<file path="src/rtl/div_pkg.sv">
package div_pkg;

    // One-hot controller state positions
    localparam int ST_IDLE = 0;
    localparam int ST_CHK  = 1;
    localparam int ST_CMP  = 2;
    localparam int ST_SHF  = 3;
    localparam int ST_FIN  = 4;
    localparam int NSTATE  = 5;

    typedef logic [NSTATE-1:0] state_t;

    // Commands from the controller to the datapath
    typedef struct packed {
        logic load;
        logic shift;
        logic sub;
        logic flag_ovf;
    } dcmd_t;

    function automatic state_t one_state(input int pos);
        state_t s;
        s = '0;
        s[pos] = 1'b1;
        return s;
    endfunction

endpackage

</file>
<file path="src/rtl/div_datapath.sv">
module div_datapath #(
    parameter int DW = 8,
    parameter int QW = 4
) (
    input  logic            clk,
    input  logic            rst,
    input  div_pkg::dcmd_t  cmd,
    input  logic [DW-1:0]   dividend,
    input  logic [QW-1:0]   divisor,
    output logic [DW:0]     work,
    output logic            ge
);
    localparam int XW = DW + 1;
    localparam int UW = XW - QW;

    logic [XW-1:0] x_q;
    logic [QW-1:0] dvs_q;
    logic [UW-1:0] upper;
    logic [UW-1:0] dvs_ext;
    logic [UW-1:0] diff;

    assign upper   = x_q[XW-1:QW];
    assign dvs_ext = {{(UW-QW){1'b0}}, dvs_q};
    assign diff    = upper - dvs_ext;
    assign ge      = (upper >= dvs_ext);
    assign work    = x_q;

    always_ff @(posedge clk) begin
        if (rst) begin
            x_q   <= '0;
            dvs_q <= '0;
        end else if (cmd.load) begin
            x_q   <= {1'b0, dividend};
            dvs_q <= divisor;
        end else if (cmd.sub) begin
            x_q[XW-1:QW] <= diff;
            x_q[0]       <= 1'b1;
        end else if (cmd.shift) begin
            x_q <= {x_q[XW-2:0], 1'b0};
        end
    end


    rem_bound_chk: assert property (@(posedge clk) disable iff (rst)
        cmd.sub |=> (x_q[XW-1:QW] < {{(UW-QW){1'b0}}, dvs_q}));

endmodule

</file>
<file path="src/rtl/div_ctrl.sv">
module div_ctrl #(
    parameter int QW = 4
) (
    input  logic           clk,
    input  logic           rst,
    input  logic           start,
    input  logic           ge,
    output div_pkg::dcmd_t cmd,
    output logic           ovf,
    output logic           done
);
    import div_pkg::*;

    localparam int CW = $clog2(QW + 1);

    state_t        st_q, st_d;
    logic [CW-1:0] cnt_q;
    logic          last;

    assign last = (cnt_q == CW'(QW));
    assign done = st_q[ST_FIN];

    always_comb begin
        st_d = '0;
        cmd  = '0;
        if (st_q[ST_IDLE]) begin
            if (start) begin
                cmd.load = 1'b1;
                st_d     = one_state(ST_CHK);
            end else begin
                st_d = one_state(ST_IDLE);
            end
        end else if (st_q[ST_CHK]) begin
            if (ge) begin
                cmd.flag_ovf = 1'b1;
                st_d         = one_state(ST_FIN);
            end else begin
                cmd.shift = 1'b1;
                st_d      = one_state(ST_CMP);
            end
        end else if (st_q[ST_CMP]) begin
            if (ge) begin
                cmd.sub = 1'b1;
                st_d    = last ? one_state(ST_FIN) : one_state(ST_SHF);
            end else if (last) begin
                st_d = one_state(ST_FIN);
            end else begin
                cmd.shift = 1'b1;
                st_d      = one_state(ST_CMP);
            end
        end else if (st_q[ST_SHF]) begin
            cmd.shift = 1'b1;
            st_d      = one_state(ST_CMP);
        end else begin
            st_d = one_state(ST_IDLE);
        end
    end

    always_ff @(posedge clk) begin
        if (rst) begin
            st_q  <= one_state(ST_IDLE);
            cnt_q <= '0;
            ovf   <= 1'b0;
        end else begin
            st_q <= st_d;
            if (cmd.load) begin
                cnt_q <= '0;
                ovf   <= 1'b0;
            end else begin
                if (cmd.shift)    cnt_q <= cnt_q + 1'b1;
                if (cmd.flag_ovf) ovf   <= 1'b1;
            end
        end
    end


    done_pulse_chk: assert property (@(posedge clk) disable iff (rst)
        done |=> !done);


    sub_then_shift_chk: assert property (@(posedge clk) disable iff (rst)
        st_q[ST_SHF] |-> !ge);


    state_onehot_chk: assert property (@(posedge clk) disable iff (rst)
        $countones(st_q) == 1);


    ovf_decide_chk: assert property (@(posedge clk) disable iff (rst)
        st_q[ST_CHK] |=> (ovf == $past(ge)));

endmodule

</file>
<file path="src/rtl/seq_divider.sv">
module seq_divider (
    input  logic       clk,
    input  logic       rst,
    input  logic       start,
    input  logic [7:0] dividend,
    input  logic [3:0] divisor,
    output logic [3:0] quotient,
    output logic [3:0] remainder,
    output logic       overflow,
    output logic       done
);
    localparam int DW = 8;
    localparam int QW = 4;

    div_pkg::dcmd_t cmd;
    logic [DW:0]    work;
    logic           ge;

    div_ctrl #(.QW(QW)) u_ctrl (
        .clk   (clk),
        .rst   (rst),
        .start (start),
        .ge    (ge),
        .cmd   (cmd),
        .ovf   (overflow),
        .done  (done)
    );

    div_datapath #(.DW(DW), .QW(QW)) u_dp (
        .clk      (clk),
        .rst      (rst),
        .cmd      (cmd),
        .dividend (dividend),
        .divisor  (divisor),
        .work     (work),
        .ge       (ge)
    );

    assign quotient  = work[QW-1:0];
    assign remainder = work[2*QW-1:QW];


    zero_div_chk: assert property (@(posedge clk) disable iff (rst)
        (cmd.load && divisor == '0) |=> ##1 (overflow && done));

endmodule

</file>
<file path="config.mk">
export PLATFORM = sky130hd
export DESIGN_NAME = seq_divider
export DESIGN_NICKNAME = d
export VERILOG_FILES = /design/src/rtl/div_pkg.sv /design/src/rtl/div_datapath.sv /design/src/rtl/div_ctrl.sv /design/src/rtl/seq_divider.sv
export SDC_FILE = /design/constraint.sdc
export NUM_CORES = 1
export LEC_CHECK = 0
export BUFFER_PORTS_ARGS = -buffer_cell sky130_fd_sc_hd__buf_2
export CAP_MARGIN = 40
export CORE_ASPECT_RATIO = 1.5
export CORE_MARGIN = 1.5
export CORE_UTILIZATION = 45
export CTS_CLUSTER_DIAMETER = 100
export DETAILED_ROUTE_END_ITERATION = 7
export PLACE_DENSITY = 0.78
export SLEW_MARGIN = 10
export SYNTH_ARGS = -nofsm -noshare
export SYNTH_HDL_FRONTEND = slang
export SYNTH_HIERARCHICAL = 1
export SYNTH_SLANG_ARGS = --single-unit
</file>
<file path="constraint.sdc">
create_clock -name clk -period 3.6 [get_ports clk]
set_input_delay 0.18 -clock clk [delete_from_list [all_inputs] [get_ports clk]]
set_output_delay 0.18 -clock clk [all_outputs]
set_load 0.02 [all_outputs]
</file>
* Word-level counts from Yosys, hierarchy flattened
Index checks and enable logic that the tools add are counted.
Widths: inputs -> output; s select.
** Word-level totals
- Flip-flop bits (word level) :: 22
- Input bits :: 15
- Output and inout port bits :: 10
- Logic and storage cells :: 44
** Operators by class
- Add/sub/neg operators :: 2
- Magnitude comparators :: 1
- Equality and inequality tests :: 2
- Mux-type cells :: 27
- Reductions and logical operators :: 5
** Operators with widths (count)
- $mux 5 :: 8
- $mux 1 :: 13
- $mux 3 :: 3
- $mux 9 :: 1
- $mux 8 :: 1
- $ge 5x4->1 :: 1
- $sub 5x4->5 :: 1
- $reduce_bool 2->1 :: 2
- $add 3x1->3 const B :: 1
- $eq 3x3->1 const B :: 1
- $reduce_bool 3->1 :: 1
- $mux 2 :: 1
- $ne 2x1->1 const B :: 1
- $reduce_and 2->1 :: 1
- $reduce_or 2->1 :: 1

* Longest topological paths before layout
- Word-level depth :: 9
- Depth in mapped cells :: 13
- Mapped depth without buffers :: 13

* Cells and area by module
The synthesis kept the hierarchy.
** By module, submodules not included
- div_datapath :: times used 1, cells an instance 87, area an instance 803.3 um2, seq. area each 260.2 um2
- div_ctrl :: times used 1, cells an instance 52, area an instance 462.9 um2, seq. area each 180.2 um2

* Least setup slack after synthesis
Ideal clock, no wire load.
- Kind :: register to register
- Start :: register u_dp.x_q[4], in the netlist u_dp/work[4]
- End :: register u_dp.x_q[8], in the netlist u_dp/work[8]
- Arrival :: 2.913 ns
- Data required time :: 3.497 ns
- Setup slack :: 0.584 ns
- Cell stages (with the launch flop) :: 13
- Path buffers :: 0
- Cell sequence :: dfxtp_1 -> inv_1 -> ha_1 -> nand2b_1 -> a21o_1 -> a21o_1 -> a211o_1 -> or2b_1 -> o31a_1 -> a21oi_1 -> nand2b_2 -> mux2i_1 -> a2111oi_2
** RTL lines
- start: declaration :: line div_datapath.sv:16 : logic [XW-1:0] x_q;
- start signal: assignment :: line div_datapath.sv:33 : x_q <= {1'b0, dividend};
- start signal: indexed assignment :: line div_datapath.sv:36 : x_q[XW-1:QW] <= diff;
- start signal: assignment :: line div_datapath.sv:39 : x_q <= {x_q[XW-2:0], 1'b0};

==> reports/qor.yml <==
die_h_um: 68.0
clock_path_buffers: 2
place_hpwl_mm: 2.00
ant_nets: 0
grt_setup_unrepaired: "false"
grt_max_degree: 26
wire_per_inst_um: 13.5
synthTopCellsByArea: "dfxtp_1, mux2i_1, ha_1"
final.min_clock_period_ns: 3.22
yosysTopAreaCell: "dfxtp_1"
final_nets: 186
drc_errors: 0
fin_worst_skew_ns: 0.00357
crit_type: "reg2reg"
ctsHtreeMaxLevel: 1
syn-cell-area_um2: 1270
rows: 23
critPathCaptureType: "register"
yosys_warnings: 6
hold_viol_final: 0
path_max_fanout: 5
worst_ep_arrival_time_ns: 3.36
tightest_slew_ns: 0.510
critical_path_required_ns: 3.74
holdCritPathClass: "in2reg"
grt_pass1_vias: 1106
portBuffers: 24
antenna_cells: 0
cts_resized: 0
fmax_ghz: 0.311
netlist.area_leader.share: 0.348
ys_async_sr_fraction: 0
cts.sinks: 22
p_per_area_nw_per_um2: 388
gr-usage-all-layers: 0.192
startpoint_type: "register"
ys_seq_area_frac: 0.348
area_delta_synth_final_pct: 16.4
power_mw: 0.572
ys.flop_type: "dfxtp_1"
setup_viol: 0
fin_cells: 200
ios: 25
gr-total-overflow: 0
antenna_found_initial: 0
slew_viol_final: 0
cts_buffers: 3
layout-drive-gt1-share: 0.245
ys_types: 46
synth.avg_cell_area_um2: 9.11
start_util: 0.473
synth_edf_count: 0
timing.reg2reg.setup_slack_ns: 0.38
hold_ws_ns: 0.144
dieWidth_um: 46.3
post_cts_buffers: 0
tns_ns: 0
clock_latency_ns: 0.26
grt_pass1_wl_mm: 4.43
die-area_um2: 3150
cts_tree: "yes"
drtIter0Drc: 24
drt-total-wl_mm: 2.69
cts_hold_buf: 0
dp.cells: 196
syn_inst: 139
firstDrtPassIters: 4
utilization: 0.551
leakage_nw: 0.611
syn-num-nets: 161
fin_crit_sh: 0.893
core_um2: 2680
vias_per_cell: 5.55
clk_pin_slew_ns: 0.08
peakVddDrop_mv: 0.259
cts-root-buf: "clkbuf_8"
synth-seq-cells: 22
max_slew_margin: 0.660
status: "complete, no violations"
gp_congestion: 0.797
maxCapViolCount: 0
vias: 1110
## through the flow
step	setup WS [ns]	instance area (um2)
after floorplan	0.584	1270
after global placement	0.635	1400
after detailed placement	0.490	1420
after CTS	0.417	1470
after global routing	0.250	1470
final	0.384	1470
## layout make-up
class	count	area (um2)
fill	240	1200
multi-input combinational	98	741
sequential	22	440
timing repair buffer	26	143
clock buffer	4	55.1
inverter	13	48.8
tap	37	46.3
## power by group
part	total [mW]	switching [mW]	internal [mW]	leakage, nW
logic	0.128	0.0726	0.0559	0.402
registers	0.268	0.0117	0.256	0.180
clock network	0.176	0.0787	0.0976	0.0288
total	0.572	0.163	0.410	0.611
## Yosys cell counts, drive strengths merged, types with 2 or more instances
| library cell | count |
|---|---|
| nand2b | 3 |
| mux2i | 9 |
| buf | 4 |
| nor2b | 2 |
| inv | 13 |
| a21oi | 7 |
| clkbuf | 2 |
| a211oi | 8 |
| mux2 | 3 |
| o311ai | 2 |
| or3 | 2 |
| nor2 | 16 |
| and2 | 2 |
| nor4 | 2 |
| dfxtp | 22 |
| a2111oi | 2 |
| a21o | 2 |
| nor3b | 2 |
| nand3b | 6 |
| nand2 | 4 |
| nor3 | 2 |
| o21ai | 2 |
| a211o | 2 |
| a31oi | 2 |
| ha | 6 |
## cells by family (layout without fill, tap and decap cells)
group	after synthesis	count (layout)	share of synthesized area
flops	22	22	0.348
compound gates	31	31	0.189
buf+inv	19	43	0.0672
fa+ha+maj	7	7	0.0751
simple gates	47	47	0.216
mux	12	12	0.0978
xor+xnor	1	1	0.00692
## sequential cells by signal, summed over array words and instances (netlist names)
register,count
u_ctrl/st_q,5
u_ctrl/ovf,1
u_ctrl/cnt_q,3
u_dp/dvs_q,4
u_dp/work,9
## routing by layer
layer,track usage,part of all wire,vias up
li1,-,-,544
met1,0.204,0.41,529
met2,0.335,0.52,29
met3,0.0317,0.037,8
met4,0.121,0.028,0
met5,0,0,-
## layout by cell type, fill, tap and decap left out, types with 2 or more instances in the layout
master     n
nand2b_1   2
a211o_1    2
nand2_1    4
ha_1       6
nor2_1    16
a21oi_1    7
dfxtp_1   22
nor4_1     2
or3_1      2
clkbuf_8   4
nand3b_1   6
and2_1     2
a21o_1     2
nor2b_1    2
a31oi_1    2
mux2i_1    9
a211oi_1   7
mux2_2     3
inv_1     13
buf_2     24
## path summary, 6_finish.rpt
kind | from | to | depth (start not counted)
hold / removal | divisor[0] | u_dp/dvs_q[0] | 3
hold reg to reg | u_ctrl/st_q[3] | u_ctrl/st_q[0] | 1
setup / recovery | u_dp/work[4] | u_dp/work[2] | 13
setup reg to reg | u_dp/work[4] | u_dp/work[2] | 13
## critical path, cell delays in order (launching register included)
cell	delay (ns)
dfxtp_1	0.35
inv_1	0.06
ha_1	0.31
nand2b_1	0.16
a21o_1	0.18
a21o_1	0.18
a211o_1	0.36
or2b_1	0.28
o31a_1	0.15
a21oi_1	0.39
nand2b_2	0.17
mux2_2	0.30
mux2i_1	0.15
nor2_1	0.06
No activity file was read; power rests on OpenSTA's default activity.
